$ cat src/rtl/uart_flag_pkg.sv
package uart_flag_pkg;
  localparam int unsigned FLAG_W   = 8;
  localparam int unsigned IRQ_SRCS = 4;
  localparam int unsigned B_TXE  = 7;
  localparam int unsigned B_TC   = 6;
  localparam int unsigned B_RXR  = 5;
  localparam int unsigned B_IDLE = 4;
  localparam int unsigned B_OVR  = 3;
  localparam int unsigned B_NSE  = 2;
  localparam int unsigned B_FRM  = 1;
  localparam int unsigned B_PAR  = 0;
  localparam logic [FLAG_W-1:0] RESET_FLAGS = 8'hC0;
  // flags cleared by a data write (transmit side); the rest clear on a data read
  localparam logic [FLAG_W-1:0] WR_CLEAR_SET = 8'hC0;
endpackage

$ cat src/rtl/uart_flag_cell.sv
module uart_flag_cell #(
  parameter logic RST_VAL = 1'b0
) (
  input  logic clk,
  input  logic rst_n,
  input  logic set_i,
  input  logic clr_i,
  output logic q_o
);
  always_ff @(posedge clk) begin
    if (!rst_n)      q_o <= RST_VAL;
    else if (set_i)  q_o <= 1'b1;
    else if (clr_i)  q_o <= 1'b0;
  end

  // set has priority over a simultaneous clear
  p_set_wins_r8: assert property (@(posedge clk) disable iff (!rst_n)
    set_i |=> q_o);
endmodule

$ cat src/rtl/uart_flag_clear_seq.sv
module uart_flag_clear_seq
  import uart_flag_pkg::*;
#(
  parameter int unsigned W = FLAG_W
) (
  input  logic         clk,
  input  logic         rst_n,
  input  logic         stat_rd_i,
  input  logic         data_rd_i,
  input  logic         data_wr_i,
  input  logic [W-1:0] flags_i,
  output logic [W-1:0] clr_mask_o,
  output logic         armed_o
);
  logic [W-1:0] snap_q;
  logic         armed_q;
  logic [W-1:0] wr_sel;

  assign wr_sel = WR_CLEAR_SET[W-1:0];

  always_comb begin
    clr_mask_o = '0;
    if (armed_q) begin
      if (data_wr_i) clr_mask_o = clr_mask_o | (snap_q & wr_sel);
      if (data_rd_i) clr_mask_o = clr_mask_o | (snap_q & ~wr_sel);
    end
  end

  always_ff @(posedge clk) begin
    if (!rst_n) begin
      armed_q <= 1'b0;
      snap_q  <= '0;
    end else if (stat_rd_i) begin
      armed_q <= 1'b1;
      snap_q  <= flags_i;
    end else if (data_rd_i || data_wr_i) begin
      armed_q <= 1'b0;
    end
  end

  assign armed_o = armed_q;

  p_latch_used_r7: assert property (@(posedge clk) disable iff (!rst_n)
    ((data_rd_i || data_wr_i) && !stat_rd_i) |=> !armed_o);
endmodule

$ cat src/rtl/uart_flag_idle_gate.sv
module uart_flag_idle_gate (
  input  logic clk,
  input  logic rst_n,
  input  logic idle_ev_i,
  input  logic rx_ev_i,
  output logic idle_set_o,
  output logic locked_o
);
  logic lock_q;

  assign idle_set_o = idle_ev_i && !lock_q;

  always_ff @(posedge clk) begin
    if (!rst_n)          lock_q <= 1'b0;
    else if (idle_set_o) lock_q <= 1'b1;
    else if (rx_ev_i)    lock_q <= 1'b0;
  end

  assign locked_o = lock_q;
endmodule

$ cat src/rtl/uart_flag_irq.sv
module uart_flag_irq #(
  parameter int unsigned N = 4
) (
  input  logic         clk,
  input  logic         rst_n,
  input  logic [N-1:0] src_i,
  input  logic [N-1:0] en_i,
  output logic         irq_o
);
  always_ff @(posedge clk) begin
    if (!rst_n) irq_o <= 1'b0;
    else        irq_o <= |(src_i & en_i);
  end

  p_irq_quiet_r10: assert property (@(posedge clk) disable iff (!rst_n)
    (en_i == '0) |=> !irq_o);
endmodule

$ cat src/rtl/uart_flag_ctrl.sv
module uart_flag_ctrl
  import uart_flag_pkg::*;
(
  input  logic                clk,
  input  logic                rst_n,
  input  logic                ev_tx_moved,
  input  logic                ev_frame_done,
  input  logic                ev_special_done,
  input  logic                ev_rx_moved,
  input  logic                ev_idle_seen,
  input  logic                err_overrun,
  input  logic                err_noise,
  input  logic                err_framing,
  input  logic                err_parity,
  input  logic                bus_stat_rd,
  input  logic                bus_data_rd,
  input  logic                bus_data_wr,
  input  logic [IRQ_SRCS-1:0] irq_en,
  output logic [FLAG_W-1:0]   status,
  output logic                tx_load_ok,
  output logic                irq
);
  localparam int unsigned IRQ_LSB = FLAG_W - IRQ_SRCS;

  logic [FLAG_W-1:0] set_vec;
  logic [FLAG_W-1:0] clr_vec;
  logic [FLAG_W-1:0] flags;
  logic              idle_set;
  logic              idle_locked;
  logic              seq_armed;

  uart_flag_idle_gate idle_gate_i (
    .clk        (clk),
    .rst_n      (rst_n),
    .idle_ev_i  (ev_idle_seen),
    .rx_ev_i    (ev_rx_moved),
    .idle_set_o (idle_set),
    .locked_o   (idle_locked)
  );

  // preamble/break completion is deliberately not routed to any set input
  always_comb begin
    set_vec         = '0;
    set_vec[B_TXE]  = ev_tx_moved;
    set_vec[B_TC]   = ev_frame_done;
    set_vec[B_RXR]  = ev_rx_moved;
    set_vec[B_IDLE] = idle_set;
    set_vec[B_OVR]  = err_overrun;
    set_vec[B_NSE]  = err_noise;
    set_vec[B_FRM]  = err_framing;
    set_vec[B_PAR]  = err_parity;
  end

  uart_flag_clear_seq #(.W(FLAG_W)) clear_seq_i (
    .clk        (clk),
    .rst_n      (rst_n),
    .stat_rd_i  (bus_stat_rd),
    .data_rd_i  (bus_data_rd),
    .data_wr_i  (bus_data_wr),
    .flags_i    (flags),
    .clr_mask_o (clr_vec),
    .armed_o    (seq_armed)
  );

  for (genvar g = 0; g < FLAG_W; g++) begin : g_flag
    uart_flag_cell #(.RST_VAL(RESET_FLAGS[g])) cell_i (
      .clk   (clk),
      .rst_n (rst_n),
      .set_i (set_vec[g]),
      .clr_i (clr_vec[g]),
      .q_o   (flags[g])
    );
  end

  uart_flag_irq #(.N(IRQ_SRCS)) irq_i (
    .clk   (clk),
    .rst_n (rst_n),
    .src_i (flags[FLAG_W-1:IRQ_LSB]),
    .en_i  (irq_en),
    .irq_o (irq)
  );

  assign status     = flags;
  assign tx_load_ok = !flags[B_TXE];

  p_no_tc_special_r4: assert property (@(posedge clk) disable iff (!rst_n)
    (ev_special_done && !ev_frame_done && !status[B_TC]) |=> !status[B_TC]);

  p_txe_hold_unarmed_r5: assert property (@(posedge clk) disable iff (!rst_n)
    (!seq_armed && status[B_TXE]) |=> status[B_TXE]);

  p_idle_locked_r9: assert property (@(posedge clk) disable iff (!rst_n)
    (idle_locked && !status[B_IDLE]) |=> !status[B_IDLE]);
endmodule

$ cat config.mk
export PLATFORM = sky130hd
export DESIGN_NAME = uart_flag_ctrl
export DESIGN_NICKNAME = d
export VERILOG_FILES = /design/src/rtl/uart_flag_pkg.sv /design/src/rtl/uart_flag_cell.sv /design/src/rtl/uart_flag_clear_seq.sv /design/src/rtl/uart_flag_idle_gate.sv /design/src/rtl/uart_flag_irq.sv /design/src/rtl/uart_flag_ctrl.sv
export SDC_FILE = /design/constraint.sdc
export NUM_CORES = 1
export LEC_CHECK = 0
export ABC_AREA = 1
export BUFFER_PORTS_ARGS = -buffer_cell sky130_fd_sc_hd__buf_2
export CAP_MARGIN = 0
export CORE_UTILIZATION = 47
export DETAILED_ROUTE_END_ITERATION = 10
export PLACE_DENSITY = 0.79
export SLEW_MARGIN = 20
export SYNTH_ARGS = -nofsm -noshare
export SYNTH_HDL_FRONTEND = slang
export SYNTH_HIERARCHICAL = 1
export SYNTH_SLANG_ARGS = --single-unit
$ cat constraint.sdc
create_clock -name clk -period 1.2 [get_ports clk]
set_clock_uncertainty 0.1 [all_clocks]
set_input_delay 0.24 -clock clk [delete_from_list [all_inputs] [get_ports clk]]
set_output_delay 0.24 -clock clk [all_outputs]
set_load 0.03 [all_outputs]
==> results.cfg <==
[worst_setup_path]
reg2reg_from = clear_seq_i/armed_o
timing.reg2reg.setup_slack_ps = 170
worstReg2RegEnd = g_flag[2].cell_i/q_o
worst-path-buf-inv = 2
cp.arrival_ps = 830
critPathMaxFanout = 4
rr_worst_depth = 5
startpoint_type = flip-flop
max_stage_delay_ps = 370
critPathSlowestCell = dfxtp_2
crit_type = reg -> out
cp_top_family = flip-flops
crit_path_end_kind = output pin
worstPathCellList = inv_2 > buf_6
worstPathRequired_ps = 860

[route]
drt_pass1_iterations = 9
detail-route-antenna-nets = 0
remaining_drc_errors = 1
drt_wl_total_um = 1590
viasPerCell = 4.39
drtIter0Drc = 19
via_count = 751
wl_per_cell_um = 9.31

[finish]
final_cell_mix = 37 x inv_1, 26 x nor2_1, 20 x nand2_1
nNetsFinal = 174
n_antenna_cell = 0
mostFrequentLayoutCell = inv_1
area_delta_synth_final_pct = 26.4
multiInputGateArea_um2 = 307
n_fill_cell = 147
drive_above_1_share_pct = 32.9
final_design_area_no_fill_mm2 = 0.00105
seqCellArea_um2 = 389

[sta]
tightestPinTransition_ps = 297
worst_slack_ps = 29.7
setup_tns_ps = 0
fmax_ghz = 0.854
period_needed_ps = 1170
drv_slew = 0
finalHoldViolations = 0
setup_violations = 0
whs_ps = 23.5
period_share_pct = 97.5
max_slew_margin_pct = 80.2
grt_setup_unrepaired = true

[synthesis]
synth_cells = 124
ys_seq_area_share_pct = 45.6
synth.cell_area_um2 = 833
synth-seq-cells = 19
yosys_warnings = 6
synthDistinctLibCells = 10
synth_nets = 142
synth.avg_cell_area_um2 = 6.72

[global_routing]
antenna_found_initial = 0
grt-ovfl-total = 0
grt_pass1_vias = 655
grt_usage_pct = 18.2
grt_pass1_wl_um = 2640
grt_max_degree = 20

[power]
pwr_density_cell_mw_per_mm2 = 1160
ir_drop_mv = 0.627
p_total_w = 0.00122
p_leak_nw = 0.573

[clock_tree]
htree_num_levels = 1
clk_path_buf_depth = 2
clk_latency_ps = 290
cts-buffers-inserted = 3
clk_pin_slew_worst_paths_ps = 110
cts_root_buf = clkbuf_4
cts_sinks = 19
cts_tree = built

[placement]
dpl_cell_area_um2 = 983
pre_cts_ws_ps = 173
gp_congestion = 0.721
dp_hpwl_um = 1160
portBuffers = 26

[floorplanning]
dieWidth_um = 44.1
dieArea_mm2 = 0.00195
core_area_mm2 = 0.00158
dieHeight_um = 44.1
start_util_pct = 52.9
rows = 14
io_pins = 28

[min_path]
min_from = ev_tx_moved
hp-class = in -> reg
whs_path_depth = 3
min_to = g_flag[7].cell_i/q_o

[flow_run]
cap_viol_max_count = 0

[run_status]
status = finished with violations
violations = DRC
==> final cells by class <==
class	instances	share of cell area, %
sequential	19	36.9
clock inverter	1	0.475
multi-input combinational	66	29.1
clock buffer	3	2.14
tap	16	1.90
inverter	39	13.9
timing repair buffer	27	15.6
==> worst max-delay path by stage <==
stage,slack (ps),from,cells past startpoint,endpoint
after detailed placement,170,clear_seq_i/armed_o,5,g_flag[3].cell_i/q_o
after global routing,-5,g_flag[7].cell_i/q_o,2,tx_load_ok
after CTS,0.2,g_flag[6].cell_i/q_o,1,status[6]
after global placement,210,clear_seq_i/armed_o,5,g_flag[5].cell_i/q_o
final,30,g_flag[7].cell_i/q_o,2,tx_load_ok
after floorplan,100,g_flag[7].cell_i/q_o,1,tx_load_ok
==> worst reg2reg max path, delay by kind of cell, from the launching register on <==
kind	cells	cell delay, ps
DFF	1	370
AOI/OAI and AO/OA	1	50
and+or+nand+nor	3	380
buffers and inverters	1	50
==> flip-flops by register name (all words and copies together) (netlist names) <==
name	flops
clear_seq_i/snap_q	8
g_flag.cell_i/q_o	8
clear_seq_i/armed_o	1
idle_gate_i/locked_o	1
irq_i/irq_o	1
==> power breakdown <==
part           total, W  internal (W)  leakage, nW  switching [W]
registers      0.000699      0.000675        0.158      0.0000245
logic          0.000208     0.0000815        0.397       0.000127
clock network  0.000311      0.000124       0.0177       0.000187
==> cell families after synthesis <==
| kind of cell | Yosys count | synth area share [%] |
|---|---|---|
| compound gates | 16 | 13.2 |
| buf+inv | 39 | 17.6 |
| flops | 19 | 45.6 |
| simple gates | 50 | 23.6 |
==> repair_timing <==
| item | 4_1_cts | 5_1_grt |
|---|---|---|
| setup buffers | 1 | 0 |
| hold buffers | 0 | 0 |
| pin swaps | 0 | 0 |
| gates resized for setup | 10 | 8 |
| hold endpoints to repair | 0 | 0 |
| endpoints found under the setup margin | 8 | 7 |
==> routing by layer <==
metal  track usage (%)  wire length (um)
met1              22.4               752
met2              31.8               758
met3              2.45                68
met4              7.27                13
met5                 0                 0
==> Yosys cell counts <==
| library cell | number | area [um^2] |
|---|---|---|
| dfxtp_1 | 19 | 380 |
| nor2_1 | 26 | 97.6 |
| inv_1 | 38 | 143 |
| nor2_2 | 2 | 12.5 |
| nand2_1 | 20 | 75.1 |
| nand2_2 | 1 | 6.26 |
| inv_2 | 1 | 3.75 |
| a21oi_2 | 8 | 70.1 |
| o21ai_0 | 8 | 40.0 |
| nand3_1 | 1 | 5.00 |
==> per-stage QoR <==
stage | util, % | cells
floorplan | - | 124
global placement | 62.4 | 166
detailed placement | 62.4 | 166
CTS | 66.2 | 171
global route | 66.8 | 171
finish | 66.8 | 171
Power figures use the tool's default switching activity.
